**config.mk**
```make
export PLATFORM = sky130hd
export DESIGN_NAME = ttl_tag_cache
export DESIGN_NICKNAME = d
export VERILOG_FILES = /design/src/rtl/ttl_pkg.sv /design/src/rtl/ttl_rng.sv /design/src/rtl/ttl_decay_ctrl.sv /design/src/rtl/ttl_line_store.sv /design/src/rtl/ttl_tag_cache.sv
export SDC_FILE = /design/constraint.sdc
export NUM_CORES = 1
export LEC_CHECK = 0
export BUFFER_PORTS_ARGS = -buffer_cell sky130_fd_sc_hd__buf_4
export CAP_MARGIN = 10
export CELL_PAD_IN_SITES_DETAIL_PLACEMENT = 1
export CELL_PAD_IN_SITES_GLOBAL_PLACEMENT = 2
export CORE_AREA = 2 2 184 186
export CTS_CLUSTER_DIAMETER = 80
export DETAILED_ROUTE_END_ITERATION = 8
export DIE_AREA = 0 0 186 188
export GPL_TIMING_DRIVEN = 0
export PLACE_DENSITY_LB_ADDON = 0.1
export SETUP_SLACK_MARGIN = 0.1
export SKIP_LAST_GASP = 1
export SYNTH_ARGS = -nofsm -noshare
export SYNTH_HDL_FRONTEND = slang
export SYNTH_SLANG_ARGS = --single-unit
export TNS_END_PERCENT = 20
```
**constraint.sdc**
```tcl
create_clock -name clk -period 9 [get_ports clk]
set_input_delay 0.9 -clock clk [delete_from_list [all_inputs] [get_ports clk]]
set_output_delay 0.9 -clock clk [all_outputs]
set_load 0.01 [all_outputs]
```
**src/rtl/ttl_pkg.sv**
```systemverilog
package ttl_pkg;
  localparam logic [15:0] RNG_SEED = 16'hACE1;

  function automatic logic [15:0] rng_next(input logic [15:0] s);
    return {s[14:0], s[15] ^ s[13] ^ s[12] ^ s[10]};
  endfunction
endpackage

```
**src/rtl/ttl_rng.sv**
```systemverilog
module ttl_rng #(
  parameter int TTL_W   = 4,
  parameter int TTL_MIN = 4,
  parameter int TTL_MAX = 11
) (
  input  logic             clk,
  input  logic             rst,
  input  logic             adv,
  output logic [TTL_W-1:0] value
);
  localparam int SPAN   = TTL_MAX - TTL_MIN + 1;
  localparam int SPAN_W = (SPAN > 1) ? $clog2(SPAN) : 1;

  logic [15:0] state_q;

  assign value = TTL_W'(TTL_MIN) + TTL_W'(state_q[SPAN_W-1:0]);

  always_ff @(posedge clk) begin
    if (rst)      state_q <= ttl_pkg::RNG_SEED;
    else if (adv) state_q <= ttl_pkg::rng_next(state_q);
  end
endmodule

```
**src/rtl/ttl_decay_ctrl.sv**
```systemverilog
module ttl_decay_ctrl #(
  parameter int PER_W    = 8,
  parameter int PER_INIT = 16,
  parameter int PER_MIN  = 2,
  parameter int PER_MAX  = 64,
  parameter int PER_STEP = 4,
  parameter int WIN      = 8
) (
  input  logic             clk,
  input  logic             rst,
  input  logic             lookup_ev,
  input  logic             conflict_ev,
  output logic             tick,
  output logic [PER_W-1:0] period
);
  localparam int WIN_W = (WIN > 1) ? $clog2(WIN) : 1;

  logic [PER_W-1:0] cnt_q, period_q, halved, grown;
  logic [PER_W:0]   sum;
  logic [WIN_W-1:0] win_q;

  assign tick   = (cnt_q >= period_q - PER_W'(1));
  assign period = period_q;

  always_comb begin
    halved = period_q >> 1;
    if (halved < PER_W'(PER_MIN)) halved = PER_W'(PER_MIN);
    sum   = {1'b0, period_q} + (PER_W+1)'(PER_STEP);
    grown = (sum > (PER_W+1)'(PER_MAX)) ? PER_W'(PER_MAX) : sum[PER_W-1:0];
  end

  always_ff @(posedge clk) begin
    if (rst) begin
      cnt_q    <= '0;
      period_q <= PER_W'(PER_INIT);
      win_q    <= '0;
    end else begin
      cnt_q <= tick ? '0 : cnt_q + PER_W'(1);
      if (conflict_ev) begin
        period_q <= halved;
        win_q    <= '0;
      end else if (lookup_ev) begin
        if (win_q == WIN_W'(WIN - 1)) begin
          win_q    <= '0;
          period_q <= grown;
        end else begin
          win_q <= win_q + WIN_W'(1);
        end
      end
    end
  end
endmodule

```
**src/rtl/ttl_line_store.sv**
```systemverilog
module ttl_line_store #(
  parameter int SETS  = 4,
  parameter int WAYS  = 4,
  parameter int TAG_W = 8,
  parameter int TTL_W = 4,
  localparam int SET_W = (SETS > 1) ? $clog2(SETS) : 1,
  localparam int WAY_W = (WAYS > 1) ? $clog2(WAYS) : 1,
  localparam int NL    = SETS * WAYS
) (
  input  logic             clk,
  input  logic             rst,
  input  logic             look_go,
  input  logic [SET_W-1:0] lk_set,
  input  logic [TAG_W-1:0] lk_tag,
  input  logic             fill_go,
  input  logic [SET_W-1:0] fill_set,
  input  logic [TAG_W-1:0] fill_tag,
  input  logic             tick,
  input  logic [TTL_W-1:0] rnd,
  output logic             hit,
  output logic [WAY_W-1:0] hit_way,
  output logic [WAY_W-1:0] victim,
  output logic             all_live,
  output logic [NL-1:0]    exp_now
);
  logic [NL-1:0]            valid_q;
  logic [NL-1:0][TTL_W-1:0] ttl_q;
  logic [NL-1:0][TAG_W-1:0] tag_q;
  logic [NL-1:0]            fill_sel, hit_sel;
  logic [TTL_W-1:0]         best;

  always_comb begin
    hit     = 1'b0;
    hit_way = '0;
    for (int w = WAYS - 1; w >= 0; w--) begin
      if (valid_q[int'(lk_set) * WAYS + w] && tag_q[int'(lk_set) * WAYS + w] == lk_tag) begin
        hit     = 1'b1;
        hit_way = WAY_W'(w);
      end
    end
  end

  always_comb begin
    all_live = 1'b1;
    victim   = '0;
    best     = ttl_q[int'(fill_set) * WAYS];
    for (int w = WAYS - 1; w >= 0; w--) begin
      if (!valid_q[int'(fill_set) * WAYS + w]) begin
        all_live = 1'b0;
        victim   = WAY_W'(w);
      end
    end
    if (all_live) begin
      for (int w = 1; w < WAYS; w++) begin
        if (ttl_q[int'(fill_set) * WAYS + w] < best) begin
          best   = ttl_q[int'(fill_set) * WAYS + w];
          victim = WAY_W'(w);
        end
      end
    end
  end

  for (genvar s = 0; s < SETS; s++) begin : g_set
    for (genvar w = 0; w < WAYS; w++) begin : g_way
      localparam int L = s * WAYS + w;
      assign fill_sel[L] = fill_go && fill_set == SET_W'(s) && victim == WAY_W'(w);
      assign hit_sel[L]  = look_go && hit && lk_set == SET_W'(s) && hit_way == WAY_W'(w);
      assign exp_now[L]  = !fill_sel[L] && !hit_sel[L] && tick && valid_q[L]
                           && ttl_q[L] == TTL_W'(1);
    end
  end

  always_ff @(posedge clk) begin
    for (int i = 0; i < NL; i++) begin
      if (fill_sel[i]) tag_q[i] <= fill_tag;
    end
  end

  always_ff @(posedge clk) begin
    if (rst) begin
      valid_q <= '0;
      ttl_q   <= '0;
    end else begin
      for (int i = 0; i < NL; i++) begin
        if (fill_sel[i]) begin
          valid_q[i] <= 1'b1;
          ttl_q[i]   <= rnd;
        end else if (hit_sel[i]) begin
          ttl_q[i] <= rnd;
        end else if (tick && valid_q[i]) begin
          if (ttl_q[i] == TTL_W'(1)) valid_q[i] <= 1'b0;
          ttl_q[i] <= ttl_q[i] - TTL_W'(1);
        end
      end
    end
  end
endmodule

```
**src/rtl/ttl_tag_cache.sv**
```systemverilog
module ttl_tag_cache #(
  parameter int SETS     = 4,
  parameter int WAYS     = 4,
  parameter int TAG_W    = 8,
  parameter int TTL_W    = 4,
  parameter int TTL_MIN  = 4,
  parameter int TTL_MAX  = 11,
  parameter int PER_W    = 8,
  parameter int PER_INIT = 16,
  parameter int PER_MIN  = 2,
  parameter int PER_MAX  = 64,
  parameter int PER_STEP = 4,
  parameter int WIN      = 8,
  localparam int SET_W = (SETS > 1) ? $clog2(SETS) : 1,
  localparam int WAY_W = (WAYS > 1) ? $clog2(WAYS) : 1,
  localparam int NL    = SETS * WAYS
) (
  input  logic             clk,
  input  logic             rst,
  input  logic             lk_valid,
  input  logic [SET_W-1:0] lk_set,
  input  logic [TAG_W-1:0] lk_tag,
  output logic             rsp_valid,
  output logic             rsp_hit,
  output logic [WAY_W-1:0] rsp_way,
  input  logic             fill_valid,
  input  logic [SET_W-1:0] fill_set,
  input  logic [TAG_W-1:0] fill_tag,
  output logic             fill_done,
  output logic [WAY_W-1:0] fill_way,
  output logic             fill_conflict,
  output logic [NL-1:0]    exp_mask,
  output logic [PER_W-1:0] decay_period
);
  logic             look_go, tick, hit, all_live, conflict_ev;
  logic [WAY_W-1:0] hit_way, victim;
  logic [TTL_W-1:0] rnd;
  logic [NL-1:0]    exp_now;

  assign look_go     = lk_valid && !fill_valid;
  assign conflict_ev = fill_valid && all_live;

  ttl_rng #(.TTL_W(TTL_W), .TTL_MIN(TTL_MIN), .TTL_MAX(TTL_MAX)) u_rng (
    .clk(clk), .rst(rst), .adv(fill_valid || (look_go && hit)), .value(rnd)
  );

  ttl_decay_ctrl #(
    .PER_W(PER_W), .PER_INIT(PER_INIT), .PER_MIN(PER_MIN),
    .PER_MAX(PER_MAX), .PER_STEP(PER_STEP), .WIN(WIN)
  ) u_decay (
    .clk(clk), .rst(rst), .lookup_ev(look_go), .conflict_ev(conflict_ev),
    .tick(tick), .period(decay_period)
  );

  ttl_line_store #(.SETS(SETS), .WAYS(WAYS), .TAG_W(TAG_W), .TTL_W(TTL_W)) u_store (
    .clk(clk), .rst(rst), .look_go(look_go), .lk_set(lk_set), .lk_tag(lk_tag),
    .fill_go(fill_valid), .fill_set(fill_set), .fill_tag(fill_tag),
    .tick(tick), .rnd(rnd), .hit(hit), .hit_way(hit_way), .victim(victim),
    .all_live(all_live), .exp_now(exp_now)
  );

  always_ff @(posedge clk) begin
    if (rst) begin
      rsp_valid     <= 1'b0;
      rsp_hit       <= 1'b0;
      rsp_way       <= '0;
      fill_done     <= 1'b0;
      fill_way      <= '0;
      fill_conflict <= 1'b0;
      exp_mask      <= '0;
    end else begin
      rsp_valid     <= look_go;
      rsp_hit       <= look_go && hit;
      rsp_way       <= (look_go && hit) ? hit_way : '0;
      fill_done     <= fill_valid;
      fill_way      <= fill_valid ? victim : '0;
      fill_conflict <= conflict_ev;
      exp_mask      <= exp_now;
    end
  end
endmodule

```
; Word-level counts from Yosys, hierarchy flattened
; Cells that the tools add are included.
[op_classes]
addsub = 27
n_lt_le_gt_ge = 14
eq_ne = 49
mux = 186
n_bitwise = 5
reduce_logical = 236
[op_table]
columns = cell, count
row1 = 4-bit 2-to-1 mux, 59
row2 = "32-bit by 6-bit less-than comparator with 1-bit output, second input constant", 6
row3 = 1-bit logical AND, 127
row4 = 8-bit binary-select mux with 4-bit select, 3
row5 = 8-bit 2-to-1 mux, 11
row6 = 1-bit 2-to-1 mux, 86
row7 = 2-bit nonzero test, 34
row8 = "4-bit by 1-bit == test with 1-bit output, second input constant", 16
row9 = "4-bit by 1-bit subtractor with 4-bit output, second input constant", 16
row10 = 4-bit binary-select mux with 4-bit select, 3
row11 = 3-bit AND reduction, 16
row12 = 3-bit nonzero test, 16
row13 = 1-bit zero test, 33
row14 = 8-bit == test, 4
row15 = "2-bit by 1-bit != test with 1-bit output, second input constant", 16
row16 = 1-bit binary-select mux with 4-bit select, 6
row17 = 2-bit 2-to-1 mux, 12
row18 = "4-bit by 2-bit adder with 5-bit output, second input constant", 4
row19 = 8-bit binary-select mux with 2-bit select, 1
row20 = "2-bit == test, second input constant", 8
row21 = 4-bit less-than comparator, 3
row22 = "4-bit by 1-bit adder with 5-bit output, second input constant", 2
row23 = "4-bit by 5-bit less-than comparator with 1-bit output, second input constant", 2
row24 = "8-bit by 3-bit adder with 9-bit output, second input constant", 1
row25 = 19 further kinds, 32
[word_totals]
regBits = 267
input_bits = 24
out_inout_bits = 32
elab_cells = 576

; Depth between registers and ports, before layout
[depth]
word_depth = 22
depth_mapped = 29
ltp_nobuf = 25

; By module
; Synthesis repeated with hierarchy kept, for this count alone.
[hier_totals]
hier_cells = 1203
area_unflattened_um2 = 13784.5
[modules_own_cells]
columns = mod, instances, cells_each, area_per_inst_um2, seq_area_each_um2
row1 = ttl_line_store, 1, 945, 11163.2, 5445.2
row2 = ttl_decay_ctrl, 1, 147, 1307.5, 380.4
row3 = ttl_tag_cache, 1, 52, 668.1, 480.5
row4 = ttl_rng, 1, 59, 645.6, 320.3

; Worst setup path after synthesis
; Ideal clock, no wire load.
[synth_timing]
kind = input port to flip-flop
from = input port fill_set[1]
to = register u_store.ttl_q[44] (netlist bit)
setup_ps = 121
t_arrival_ps = 6502
t_required_ps = 8879
slack_ps = 2377
stages = 27
n_path_buf = 4
cell_sequence = buf_2 > clkbuf_1 > clkbuf_1 > mux4_2 > ha_1 > nand3_1 > o21ai_1 > mux2i_1 > ha_1 > a21oi_1 > nand2b_4 > a2111oi_2 > or2_0 > buf_2 > nor2_1 > a21oi_1 > ha_1 > o21ai_0 > nand2b_1 > a21oi_1 > nand2b_1 > nor2_1 > nor2_1 > nand2_1 > inv_1 > nor2_1 > mux2_2
[synth_via]
elab_chain_len = 16
word_cells_on_any_way = 50
classes_between = add/sub (3) / order compare (3) / eq/ne (2) / mux (39) / reduce/logical (3)
[synth_rtl]
columns = element, line_no
row1 = start: declaration, ttl_tag_cache.sv:27  ; input logic [SET_W-1:0] fill_set,
row2 = 4-bit by 1-bit adder with 5-bit output, "ttl_line_store.sv:48, ttl_line_store.sv:55, ttl_line_store.sv:56"
row3 = 4-bit binary-select mux with 4-bit select, "ttl_line_store.sv:55, ttl_line_store.sv:56"
row4 = 4-bit 2-to-1 mux (not written as such) (2 in series), "ttl_line_store.sv:55, ttl_line_store.sv:56"
row5 = 4-bit less-than comparator, ttl_line_store.sv:55  ; if (ttl_q[int'(fill_set) * WAYS + w] < best) begin
row6 = 4-bit 2-to-1 mux, ttl_line_store.sv:55
row7 = 4-bit 2-to-1 mux, ttl_line_store.sv:53  ; if (all_live) begin
row8 = 4-bit less-than comparator, ttl_line_store.sv:55
row9 = 4-bit 2-to-1 mux, ttl_line_store.sv:55
row10 = 4-bit 2-to-1 mux, ttl_line_store.sv:53
row11 = 4-bit less-than comparator, ttl_line_store.sv:55
row12 = 2-bit 2-to-1 mux, ttl_line_store.sv:55
row13 = 2-bit 2-to-1 mux, ttl_line_store.sv:53
row14 = 2-bit == test, ttl_line_store.sv:66  ; assign fill_sel[L] = fill_go && fill_set == SET_W'(s) && victim == WAY_W'(w);
row15 = 1-bit logical AND (*), ttl_line_store.sv:66
row16 = net u_store.fill_sel[11], ttl_line_store.sv:29  ; logic [NL-1:0] fill_sel, hit_sel;
row17 = 3-bit nonzero test (no line) / 4-bit 2-to-1 mux (equally long branches), n/a
row18 = end signal: indexed assignment, ttl_line_store.sv:87  ; ttl_q[i] <= rnd;
row19 = end signal: indexed assignment, ttl_line_store.sv:89  ; ttl_q[i] <= rnd;
row20 = end signal: indexed assignment, ttl_line_store.sv:92  ; ttl_q[i] <= ttl_q[i] - TTL_W'(1);
row21 = end: declaration, ttl_line_store.sv:27  ; logic [NL-1:0][TTL_W-1:0] ttl_q;
; Mark *: on every way through the listed nets, which the timed path passes. The rest lies on a longest branch. The select of a mux whose other input is x is not followed.
; A chain may end at the register's enable or synchronous reset.

; Final worst setup path
; Same ends and word-level chain as after synthesis.

==> results.txt <==
- In this run the worst path has a maximum fanout of 10.
- The kind of cell with the highest combined delay along the critical path is buffers and inverters.
- Run status: finished clean
- Input and output buffers added on the ports amount to 43.
- Chip Height: 188 um
* Slowest stage cell on the critical path: clkbuf_1
- The number of antenna violations at the first check in global routing is 0.
- Max Buffers Root-to-Sink: 3
- Fraction of synthesized cell area taken by the top area cell type: 28.0%
* CTS tree: done
* Category of the worst setup path capture point: flop
- OpenSTA, run right after detailed placement, puts the worst setup slack at 0.724 ns.
- By instance count, the leading cell after synthesis is dfxtp_1.
- Antenna Violating Nets Remaining: 0
- Post-CTS timing repair inserted 0 buffers for setup.
* Final worst setup slack: 1.24 ns
- Via-per-instance ratio: 5.62
- Counting stages on the worst path, the most repeated cell is nor2_1.
* Final setup violation count: 0
- Before antenna repair, the detailed router went through 5 iterations.
- The first global-routing pass estimated 65,200 um of wire.
* Placed cell area: 0.0146 sq mm
- The tightest hold path in the finished design has a slack of 0.466 ns.
- For the worst setup path, the data required time is 9.44 ns.
- In the final timing run, aggregate negative setup slack is 0 ns.
- In this run the worst hold path is classified as reg -> reg.
- From synthesis to final layout, the design area changed by 14.0%.
- Transition time at the pin with the least slew margin: 1.14 ns
* Number of hold violations in the final report: 0
- At the end of the flow, the number of nets in the layout was 1,408.
- Sw frac: 23.9%
* Top FF cell, synth: dfxtp_1
* Clock network fraction of total power: 46.0%
- Cell type with the highest aggregate area in the netlist: edfxtp_1
- Final Instance Count excl. Fillers: 1,797
- Later-pin clock latency in the skew report: 0.56 ns
* Count of buffering cells on the critical path with inverters included: 5
* Row cnt: 67
- Counting every sink on the clock net gives 267.
- In this run the static leakage power is 5.69 nW.
- The die covers 0.0350 sq mm.
- Data arrival time of the critical path: 8.20 ns
- After synthesis the netlist holds a flip-flop and latch count of 267.
* Cell variety after synth: 77
- For this run, the top clock speed supported by timing is 129 MHz.
- Initial DRC Count: 647
- Max_slew headroom: 23.7%
* Final Critical Period: 7.76 ns
- Fraction of final layout cells with drive strength greater than 1: 15.3%
- In this run the horizontal extent of the chip is 186 um.
- Gate count of the mapped netlist: 1,250
- Antenna diode instance count: 0
- Vias in the first global route: 10,664
* Number of nets produced by synthesis: 1,333
- Global routing used 24.9% of the available tracks.
- Via Count: 10,095
- CTS placed an instance of clkbuf_16 at the clock tree root.
- Clock Skews: 0.0179 ns
- The tool flagged a number of max-cap violations equal to 0.
- Period utilisation layout: 86.2%
* Clock transition at the registers of the reported paths: 0.06 ns
- The number of max-slew violations in the final report came to 0.
- Number of clock buffers inserted by TritonCTS: 30
- Kind of start point of the critical path: input pin
- Across the VDD grid, the largest voltage drop is 0.000126 V.
* Final Wtd Congestion: 0.820
- Final Total Pwr: 2.79 mW
* Final cell utilization of the core: 47.3%
* Final WL: 42,900 um
* Psw: 667 uW
- Setup repair after global routing left no endpoint under its margin.
- Sequential fraction of the synthesis area: 48.3%
- Yosys printed 0 warnings.
- After detailed routing, the number of remaining DRC violations is 0.
- Power spread over the standard cell area amounts to 178 mW/mm^2.
- Combinational cells account for 7.2% of the total power.
- Entering global routing, the biggest net connects 17 pins.
- The core region is 0.0331 sq mm.
- Starting density of the core: 41.5%
- In this run, synthesis inferred 128 flip-flops with an integrated enable.
* Remaining global-route overflow: 0
* Max stage delay on crit path: 0.67 ns
- Number of instances resized during post-cts repair: 0
- Top post-synthesis cells by area: edfxtp_1 28%, dfxtp_1 20%, mux4_2 6.4%, ha_1 5.4%, xnor2_1 5.1%
- Final Instance Area: 0.0157 sq mm
* Routed WL per cell: 23.9 um
* Area of the mapped netlist: 0.0137 sq mm
- Of all flip-flops after synthesis, the portion carrying an async set or reset was 0%.
- Number of levels in the clock H-tree: 1
- The filler cells instantiated in the layout total 3,578.
- In this run, placement finished with an instance count of 1,741.
- The internal power of the cells totals 2.13 mW.
- Ranked by instance count, the synthesized netlist is headed by 139 x dfxtp_1, 128 x edfxtp_1, 105 x nor2_1.
- Category of the critical setup timing path: in -> reg
- Share of power burned in registers: 46.8%
- For this design the top-level I/O count stands at 56.
- Hold repair after CTS inserted 0 buffers.
* Average footprint of a synthesized cell: 11.0 sq um
- Half-perimeter wire length after placement: 31,500 um
path summary, 6_finish.rpt:
path | startpoint | to | slack, ns | cells past startpoint
hold / removal | u_rng.state_q[14]$_SDFFE_PP0P_ | u_rng.state_q[14]$_SDFFE_PP0P_ | 0.47 | 2
setup reg to reg | u_store.ttl_q[54]$_SDFFE_PP0P_ | u_store.ttl_q[44]$_SDFFE_PP0P_ | 2.77 | 25
setup / recovery | fill_set[1] | u_store.ttl_q[44]$_SDFFE_PP0P_ | 1.24 | 27
hold reg to reg | u_rng.state_q[14]$_SDFFE_PP0P_ | u_rng.state_q[14]$_SDFFE_PP0P_ | 0.47 | 2
layer usage:
layer / track usage [%] / vias to the layer above / routed length, um
met1: 34.4 / 5080 / 19700
met4: 7.36 / 0 / 1270
met5: 0 / - / 0
met3: 2.64 / 66 / 1680
met2: 41.2 / 231 / 20300
li1: - / 4718 / -
power by group through the flow:
stage	combinational [mW]	clock [mW]	sequential, mW
2_1_floorplan	0.132	0	1.33
3_3_place_gp	0.200	0	1.33
3_5_place_dp	0.203	0	1.33
4_1_cts	0.204	1.31	1.31
5_1_grt	0.220	1.36	1.31
6_report	0.202	1.29	1.31
state kept, by name, summed over array words and instances (netlist names), 2 cells and up:
signal,flops
exp_mask,16
fill_way,2
rsp_way,2
u_decay.cnt_q,8
u_decay.period,8
u_decay.win_q,3
u_rng.state_q,16
u_store.tag_q,128
u_store.ttl_q,64
u_store.valid_q,16
worst min-delay path, cell delays in order, from the launching register on:
cell and delay [ns]:
dfxtp_1 0.30, nand3_1 0.06, a21oi_1 0.05
placed cells by master (no fill, tap or decap), types with 19 or more instances in the layout:
cell type / count
nor4_1: 19
clkbuf_16: 32
edfxtp_1: 128
ha_1: 59
a211oi_1: 28
nand2_1: 83
nor3_1: 25
nor2_1: 105
nand3_1: 70
and3_1: 19
mux4_2: 39
o21ai_0: 45
dfxtp_1: 139
mux2i_1: 47
inv_1: 61
xnor2_1: 80
buf_4: 48
xor2_1: 25
clkbuf_1: 45
a21oi_1: 45
area by class of cell:
cell class / instances / area, sq um / share of cell area [%]
repair buffers: 43 / 323 / 2.06
multi-input cells: 849 / 6550 / 41.8
clock buffers: 39 / 867 / 5.54
flip-flops and latches: 267 / 6630 / 42.3
inverters: 63 / 236 / 1.51
well taps: 448 / 561 / 3.58
clock inverters: 17 / 178 / 1.13
plain buffers: 71 / 322 / 2.05
cell families after synthesis:
group | Yosys count | share of synthesized area, %
AND/OR/NAND/NOR | 385 | 13.7
flip-flops | 267 | 48.3
AO/OA/AOI/OAI | 203 | 11.0
buffers and inverters | 134 | 4.06
XOR/XNOR | 105 | 6.70
multiplexers | 97 | 10.9
adder cells (fa/ha/maj) | 59 | 5.38
(Power assumes the default switching activity.)
